==> src/rtl/line_debounce.sv <==
module line_debounce #(
  parameter int SETTLE_SAMPLES = 3,
  parameter int BOUNCE_SAMPLES = 5
) (
  input  logic       clk,
  input  logic       rst_n,
  input  logic       smp_stb,
  input  logic       raw_in,
  output logic [1:0] line_state,
  output logic       state_chg
);
  localparam int SW = $clog2(SETTLE_SAMPLES + 1);
  localparam int BW = $clog2(BOUNCE_SAMPLES + 2);
  localparam logic [SW-1:0] SETTLE_TOP  = SW'(SETTLE_SAMPLES);
  localparam logic [SW-1:0] SETTLE_LAST = SW'(SETTLE_SAMPLES - 1);
  localparam logic [BW-1:0] BOUNCE_OVER = BW'(BOUNCE_SAMPLES + 1);
  localparam logic [1:0] ST_PASSIVE = 2'b00;
  localparam logic [1:0] ST_ACTIVE  = 2'b01;
  localparam logic [1:0] ST_INVALID = 2'b10;

  logic          prev_q, bouncing_q, bouncing_d;
  logic [SW-1:0] settle_q, settle_d;
  logic [BW-1:0] bounce_q, bounce_d;
  logic [1:0]    state_d;

  wire edge_w    = raw_in ^ prev_q;
  wire settled_w = !edge_w && (settle_q == SETTLE_LAST);

  always_comb begin
    if (edge_w)                     settle_d = '0;
    else if (settle_q == SETTLE_TOP) settle_d = settle_q;
    else                            settle_d = settle_q + 1'b1;

    if (settled_w) begin
      bouncing_d = 1'b0;
      bounce_d   = '0;
    end else if (bouncing_q) begin
      bouncing_d = 1'b1;
      bounce_d   = (bounce_q == BOUNCE_OVER) ? bounce_q : bounce_q + 1'b1;
    end else if (edge_w) begin
      bouncing_d = 1'b1;
      bounce_d   = BW'(1);
    end else begin
      bouncing_d = 1'b0;
      bounce_d   = '0;
    end

    state_d = line_state;
    if (settled_w)                               state_d = raw_in ? ST_ACTIVE : ST_PASSIVE;
    else if (bouncing_d && bounce_d == BOUNCE_OVER) state_d = ST_INVALID;
  end

  always_ff @(posedge clk or negedge rst_n) begin
    if (!rst_n) begin
      prev_q     <= 1'b0;
      settle_q   <= '0;
      bounce_q   <= '0;
      bouncing_q <= 1'b0;
      line_state <= ST_PASSIVE;
      state_chg  <= 1'b0;
    end else begin
      state_chg <= smp_stb && (state_d != line_state);
      if (smp_stb) begin
        prev_q     <= raw_in;
        settle_q   <= settle_d;
        bounce_q   <= bounce_d;
        bouncing_q <= bouncing_d;
        line_state <= state_d;
      end
    end
  end
endmodule

==> config.mk <==
export PLATFORM = sky130hd
export DESIGN_NAME = line_debounce
export DESIGN_NICKNAME = d
export VERILOG_FILES = /design/src/rtl/line_debounce.sv
export SDC_FILE = /design/constraint.sdc
export NUM_CORES = 1
export LEC_CHECK = 0
export BUFFER_PORTS_ARGS = -buffer_cell sky130_fd_sc_hd__buf_2
export CORE_UTILIZATION = 32
export DETAILED_ROUTE_END_ITERATION = 12
export GPL_ROUTABILITY_DRIVEN = 0
export HOLD_SLACK_MARGIN = 0.12
export PLACE_DENSITY_LB_ADDON = 0.3
export SYNTH_ARGS = -nofsm -noshare
export SYNTH_HDL_FRONTEND = slang
export SYNTH_SLANG_ARGS = --single-unit
==> constraint.sdc <==
create_clock -name clk -period 4.9 [get_ports clk]
set_input_delay 0.245 -clock clk [delete_from_list [all_inputs] [get_ports clk]]
set_output_delay 0.245 -clock clk [all_outputs]
set_load 0.05 [all_outputs]
==> insert_results.sql, run 1 <==
INSERT INTO impl_metrics (metric_group, metric, value, unit) VALUES
('outcome', 'status', 'finished, final reports clean', ''),
('global_routing', 'grt.overflow.total', '0', ''),
('placement', 'placement.io_buffers', '6', ''),
('yosys', 'synthesis.area', '632', 'µm²'),
('global_routing', 'number_of_antenna_violations_at_the_first_check_in_global_routing', '0', ''),
('route', 'drc', '0', ''),
('sta', 'final-hold-violation-count', '0', ''),
('global_routing', 'maximum_number_of_pins_on_one_net_before_global_route_repair', '18', ''),
('die', 'dieHeight', '46.4', 'µm'),
('critical_path', 'path_max_fanout', '5', ''),
('pwr', 'power_switching_share', '0.418', ''),
('placement', 'place.detailed.hpwl', '873', 'µm'),
('sta', 'setup_total_negative_slack', '0', 'ns'),
('global_routing', 'grt.total_usage', '0.150', ''),
('sta', 'worst_slew_pin_slew', '0.288', 'ns'),
('route', 'dr.first_iter.drc_count', '10', ''),
('yosys', 'synth_top_cell_area_share', '0.396', ''),
('pwr', 'total_switching_power', '164', 'µW'),
('sta', 'setup_viol', '0', ''),
('yosys', 'syn-instance-count', '71', ''),
('pwr', 'power.clock.fraction', '0.197', ''),
('pwr', 'p_leak', '0.000301', 'µW'),
('clock_network', 'postCtsSetupBuffers', '0', ''),
('pwr', 'p_comb_frac', '0.434', ''),
('placement', 'detailed_place.area', '681', 'µm²'),
('route', 'via_density_per_instance', '5.19', ''),
('layout', 'finish.utilization', '0.408', ''),
('route', 'wl_per_cell', '11.7', 'µm'),
('yosys', 'synth.most_common_cell', 'dfrtp_1', ''),
('die', 'floorplan.io_pins', '7', ''),
('die', 'fp.coreArea', '0.00178', 'mm²'),
('sta', 'finClkSkew', '0.00601', 'ns'),
('yosys', 'leading_register_cell_type_out_of_synthesis', 'dfrtp_1', ''),
('sta', 'max_slew_margin', '0.807', ''),
('clock_network', 'cts.path.max_buffers', '2', ''),
('critical_path', 'arrival', '1.92', 'ns'),
('worst_hold_path', 'worstHoldPathType', 'in2reg', ''),
('yosys', 'synth_enable_flop_cells', '0', ''),
('pwr', 'vdd_ir_drop_max', '150', 'µV'),
('layout', 'syn2layout_area_growth', '15.0', '%'),
('layout', 'antenna-diode-count', '0', ''),
('yosys', 'synth.area.top_cells', 'dfrtp_1 40%, ha_1 7.9%, a21oi_1 6.3%', ''),
('critical_path', 'worstRegToRegCells', '6', ''),
('critical_path', 'timing_worst_setup_path_type', 'reg2reg', ''),
('route', 'drt_first_pass_iters', '4', ''),
('clock_network', 'cts_max_level', '1', ''),
('die', 'start_util', '0.354', ''),
('sta', 'fin_ws', '3.14', 'ns'),
('die', 'die-width', '46.4', 'µm'),
('sta', 'period_minus_slack', '1.76', 'ns'),
('route', 'vias_post_dr', '540', ''),
('sta', 'timing.final.crit_share', '0.358', ''),
('sta', 'grt_setup_unrepaired', 'no', ''),
('route', 'detail_route.wirelength', '1220', 'µm'),
('clock_network', 'clkLatencyLatePin', '0.27', 'ns'),
('yosys', 'number_of_distinct_standard_cells_referenced_by_the_synthesized_netlist', '30', ''),
('critical_path', 'startpoint_class', 'flip-flop', ''),
('global_routing', 'grt_pass1_vias', '507', ''),
('yosys', 'yosys_register_bits', '10', ''),
('yosys', 'postSynth.asyncResetShare', '1.00', ''),
('sta', 'fmax', '570', 'MHz'),
('die', 'placementRows', '15', ''),
('die', 'floorplan.die_area', '0.00216', 'mm²'),
('yosys', 'ys_seq_area_frac', '0.396', ''),
('global_routing', 'grt_pass1_wl', '2190', 'µm'),
('pwr', 'seq_power_share', '0.369', ''),
('yosys', 'synth_top_area_cell', 'dfrtp_1', ''),
('layout', 'post_route_cells_drive_above_1_share', '0.152', ''),
('layout', 'fin_nets', '88', ''),
('layout', 'final.fill_count', '180', ''),
('clock_network', 'clock_tree_from_tritoncts', 'built', '');
layout make-up:
cell class	count	area, µm²	area share
Multi-Input combinational cell	52	347	0.477
Sequential cell	10	250	0.344
Timing Repair Buffer	7	40.0	0.0551
Clock buffer	4	36.3	0.0499
Tap cell	25	31.3	0.0430
Inverter	6	22.5	0.0310
what timing repair did:
item	4_1_cts	5_1_grt
hold buffers	1	0
gates resized for setup	0	0
endpoints found under the hold margin	10	0
flip-flops by register name, indices dropped and copies added (netlist names):
signal / count
prev_q: 1
bouncing_q: 1
state_chg: 1
settle_q: 2
line_state: 2
bounce_q: 3
path summary, 6_finish.rpt:
path | from | to | slack (ns)
worst max-delay path | bounce_q[0] | line_state[0] | 3.14
worst min-delay path | raw_in | prev_q | 0.32
worst max register to register | bounce_q[0] | line_state[0] | 3.14
worst min register to register | settle_q[1] | settle_q[1] | 0.54
max in group asynchronous | rst_n | bounce_q[1] | 4.33
min in group asynchronous | rst_n | settle_q[0] | 0.37
metal layers:
layer	vias to the layer above	GRT usage	share of wire
met5	-	0	0
met4	0	0.106	0.030
met3	5	0.0353	0.043
met2	12	0.219	0.46
met1	248	0.192	0.47
li1	275	-	-
critical path, stage by stage (launching register included):
cell	delay [ns]
dfrtp_1	0.40
inv_1	0.08
ha_1	0.24
or3b_1	0.37
a211oi_2	0.26
o21bai_1	0.09
a31o_1	0.21
kinds of logic after synthesis:
logic type / Yosys count / synth area share
compound gates: 26 / 0.267
simple gates: 20 / 0.174
flops: 10 / 0.396
buf+inv: 9 / 0.0554
fa+ha+maj: 4 / 0.0792
xor+xnor: 2 / 0.0277
power groups by stage:
stage | combinational (µW) | sequential (µW) | clock, µW
floorplan | 112 | 168 | 0
global placement | 167 | 144 | 0
detailed placement | 170 | 146 | 0
CTS | 172 | 144 | 79.0
global route | 190 | 149 | 84.8
finish | 170 | 145 | 77.1
cell usage in the layout (no fill, tap or decap), types with 2 or more instances in the layout:
master    instances
nand2_1           7
a21oi_1           8
nand3_1           4
o21ai_0           6
dfrtp_1          10
ha_1              4
o21ai_1           2
clkbuf_4          3
o21bai_1          2
inv_1             6
buf_2             6
through the flow:
stage,hold WS [ns],std cells
after global placement,0.120,99
after CTS,0.322,104
final,0.317,104
after global routing,0.349,104
after floorplan,-0.0506,71
after detailed placement,0.124,99
Note: power is estimated with default switching activity, not from simulation.
==> run 2, diff against run 1 <==
--- a/config.mk
+++ b/config.mk
@@ -5,6 +5,7 @@
 export SDC_FILE = /design/constraint.sdc
 export NUM_CORES = 1
 export LEC_CHECK = 0
+export ABC_AREA = 1
 export BUFFER_PORTS_ARGS = -buffer_cell sky130_fd_sc_hd__buf_2
 export CORE_UTILIZATION = 32
 export DETAILED_ROUTE_END_ITERATION = 12
==> constraint.sdc (replaced) <==
create_clock -name clk -period 1.5 [get_ports clk]
set_input_delay 0.075 -clock clk [delete_from_list [all_inputs] [get_ports clk]]
set_output_delay 0.075 -clock clk [all_outputs]
set_load 0.05 [all_outputs]
==> run 2 against run 1 <==
Global-route usage fell by 2.2 points. Clock skew barely moved. Critical path depth rose by 7. Sequential cell count did not move. Clock power rose by 130%. Register-to-register slack got worse by 3.1 ns. Count of clock-buffer cells in the layout fell by 1. Wire length fell by 8.8%.
==> insert_results.sql, run 2 <==
INSERT INTO impl_metrics (metric_group, metric, value, unit) VALUES
('critical_path', 'worst_setup_slack_for_register_to_register_paths', '0.08', 'ns'),
('yosys', 'postSynth.asyncResetShare', '1.00', ''),
('critical_path', 'timing.critical_path.cells', 'inv_2 -> ha_4 -> inv_2 -> nand2_1 -> nand2_1 -> nand2_2 -> nor2_4 -> nand3_2 -> nand2_2 -> nand3_2 -> nand3_2 -> nand2_1 -> inv_1', ''),
('placement', 'place.detailed.hpwl', '790', 'µm'),
('sta', 'fmax', '703', 'MHz'),
('critical_path', 'path_max_fanout', '2', ''),
('die', 'dieHeight', '45.9', 'µm'),
('layout', 'antenna-diode-count', '0', ''),
('layout', 'post_route_cells_drive_above_1_share', '0.352', ''),
('route', 'drt_first_pass_iters', '2', ''),
('sta', 'fin_worst_hold_slack', '0.194', 'ns'),
('critical_path', 'critical_path_required', '1.71', 'ns'),
('yosys', 'synth_fp_nets', '85', ''),
('layout', 'mostFrequentLayoutCell', 'nand2_1', ''),
('pwr', 'p_leak', '0.000391', 'µW'),
('global_routing', 'grt_pass1_wl', '1800', 'µm'),
('yosys', 'synthesis.area', '617', 'µm²'),
('placement', 'placement.io_buffers', '6', ''),
('yosys', 'syn-instance-count', '77', ''),
('route', 'vias_post_dr', '529', ''),
('route', 'detail_route.wirelength', '1110', 'µm'),
('route', 'antenna_violating_nets_post_route', '0', ''),
('pwr', 'p_comb_frac', '0.560', ''),
('yosys', 'synth_top_cell_area_share', '0.406', ''),
('placement', 'detailed_place.area', '682', 'µm²'),
('sta', 'grt_setup_unrepaired', 'yes', ''),
('job', 'cap_violations', '0', ''),
('die', 'floorplan.io_pins', '7', ''),
('placement', 'inst_count_dp', '109', ''),
('sta', 'period_minus_slack', '1.42', 'ns'),
('route', 'wl_per_cell', '9.57', 'µm'),
('yosys', 'synth.most_common_cell', 'nand2_1', ''),
('layout', 'max_ffs_per_register', '3', ''),
('sta', 'finClkSkew', '0.00551', 'ns'),
('pwr', 'p_per_area', '1780', 'mW/mm²'),
('pwr', 'total_switching_power', '627', 'µW'),
('global_routing', 'maximum_number_of_pins_on_one_net_before_global_route_repair', '12', ''),
('die', 'floorplan.die_area', '0.00211', 'mm²'),
('pwr', 'intPower', '768', 'µW'),
('yosys', 'synthesis.yosys.warnings', '0', ''),
('die', 'start_util', '0.350', ''),
('yosys', 'synth_area_per_cell', '8.01', 'µm²'),
('clock_network', 'clk_root_buffer_cell', 'clkbuf_4', ''),
('outcome', 'status', 'finished, final reports clean', ''),
('layout', 'fin_nets', '101', ''),
('yosys', 'yosys_register_bits', '10', ''),
('critical_path', 'timing_worst_setup_path_type', 'reg2reg', ''),
('global_routing', 'grt_pass1_vias', '444', ''),
('pwr', 'vdd_ir_drop_max', '697', 'µV'),
('yosys', 'number_of_distinct_standard_cells_referenced_by_the_synthesized_netlist', '16', ''),
('worst_hold_path', 'worstHoldPathType', 'in2async', ''),
('die', 'placementRows', '15', ''),
('yosys', 'synth.area.top_cells', 'dfrtp_1 41%, nand2_1 12%, ha_1 8.1%', ''),
('global_routing', 'grt.overflow.total', '0', ''),
('yosys', 'synth_enable_flop_cells', '0', ''),
('sta', 'timing.final.max_slew_violations', '0', ''),
('critical_path', 'startpoint_class', 'flip-flop', ''),
('sta', 'setup_total_negative_slack', '0', 'ns'),
('route', 'drc', '0', ''),
('pwr', 'power.clock.fraction', '0.128', ''),
('global_routing', 'grt.total_usage', '0.128', ''),
('critical_path', 'slowest_stage', 'dfrtp_1', ''),
('clock_network', 'cts.path.max_buffers', '2', ''),
('clock_network', 'numClockSinks', '10', ''),
('critical_path', 'arrival', '1.63', 'ns'),
('clock_network', 'clkLatencyLatePin', '0.26', 'ns'),
('yosys', 'leading_register_cell_type_out_of_synthesis', 'dfrtp_1', ''),
('layout', 'finish.utilization', '0.444', ''),
('clock_network', 'cts_max_level', '1', ''),
('pwr', 'seq_power_share', '0.312', ''),
('pwr', 'power_switching_share', '0.449', ''),
('layout', 'syn2layout_area_growth', '27.0', '%'),
('yosys', 'synth_top_area_cell', 'dfrtp_1', ''),
('global_routing', 'number_of_antenna_violations_at_the_first_check_in_global_routing', '0', ''),
('route', 'via_density_per_instance', '4.56', ''),
('clock_network', 'cts-buffers-inserted', '3', ''),
('sta', 'timing.final.crit_share', '0.949', ''),
('clock_network', 'clock_tree_from_tritoncts', 'built', ''),
('clock_network', 'clk_transition_reported_paths', '0.06', 'ns'),
('critical_path', 'crit_path_max_incr_delay', '0.39', 'ns'),
('layout', 'largestRegisters', 'bounce_q (3), line_state (2), settle_q (2)', ''),
('sta', 'worst_slew_pin_slew', '0.255', 'ns'),
('route', 'dr.first_iter.drc_count', '3', ''),
('critical_path', 'worst_setup_path_end_kind', 'flip-flop', ''),
('sta', 'final-hold-violation-count', '0', ''),
('sta', 'max_slew_margin', '0.830', ''),
('layout', 'top_register', 'bounce_q', ''),
('die', 'fp.coreArea', '0.00176', 'mm²'),
('sta', 'setup_viol', '0', ''),
('layout', 'final-instance-count-excl-fill', '116', ''),
('yosys', 'synth_common_cells', '19 x nand2_1, 12 x inv_1, 10 x dfrtp_1', ''),
('layout', 'post_route_cell_area', '783', 'µm²'),
('yosys', 'ys_seq_area_frac', '0.406', ''),
('layout', 'most_frequent_cells_in_the_layout', '14 x nand2_1, 10 x nand2_2, 10 x dfrtp_1', ''),
('die', 'die-width', '45.9', 'µm');
[run 2: cell types whose count changed in the layout (fill, tap and decap cells not counted), sizes merged, moves of 3 or more]
cell	before	now
nand2	7	24
a21oi	8	2
inv	6	12
nand3	4	10
buf	6	9
nor2	1	4
[run 2: through the flow]
stage	setup slack [ns]	total power, µW
CTS	0.00579	1270
global route	-0.0686	1540
detailed placement	0.0294	1080
floorplan	0.0690	928
global placement	0.0610	1070
finish	0.0767	1400
[run 2: cell type report]
cell class / instances / area [µm²]
Timing Repair Buffer: 12 / 86.3
Multi-Input combinational cell: 54 / 348
Fill cell: 190 / 981
Tap cell: 25 / 31.3
Clock buffer: 3 / 22.5
Sequential cell: 10 / 250
Inverter: 12 / 45.0
[run 2: power groups by stage]
stage	combinational (µW)	clock (µW)	sequential (µW)
after global routing	889	200	446
after detailed placement	655	0	424
after floorplan	391	0	537
after CTS	664	184	419
after global placement	650	0	419
final	782	179	435
[run 2: per-layer routing]
layer | GRT usage | up-vias | share of wire
met3 | 0.0714 | 2 | 0.059
met2 | 0.180 | 8 | 0.44
li1 | - | 275 | -
met4 | 0.0588 | 0 | 0.012
met1 | 0.158 | 244 | 0.49
met5 | 0 | - | 0
[run 2: what timing repair did]
action / CTS / global route
resized for setup: 0 / 14
hold buffers: 3 / 0
setup endpoints to repair: 0 / 3
endpoints found under the hold margin: 12 / 0
setup buffers: 0 / 1
[run 2: logic make-up (layout without fill, tap and decap cells)]
family,Yosys count,count (layout),synth area share
adders and majority gates,4,4,0.0811
DFF,10,10,0.406
buffers and inverters,13,27,0.0913
xor gates and xnor gates,1,1,0.0142
and+or+nand+nor,39,39,0.304
AOI/OAI and AO/OA,10,10,0.103
[run 2: worst paths after layout]
kind                                to  cells after the start   startpoint
max                          state_chg                     13  bounce_q[0]
min                        bounce_q[2]                      2        rst_n
max reg2reg                  state_chg                     13  bounce_q[0]
min reg2reg                settle_q[1]                      2  settle_q[1]
max in group asynchronous  settle_q[0]                      2        rst_n
min in group clk           settle_q[1]                      2  settle_q[1]
[run 2: worst max-delay path: cells and delay by family (launching register included)]
kind / cells / cell delay (ns)
buffers and inverters: 3 / 0.17
flip-flops: 1 / 0.39
AND/OR/NAND/NOR: 9 / 0.62
adder cells (fa/ha/maj): 1 / 0.20
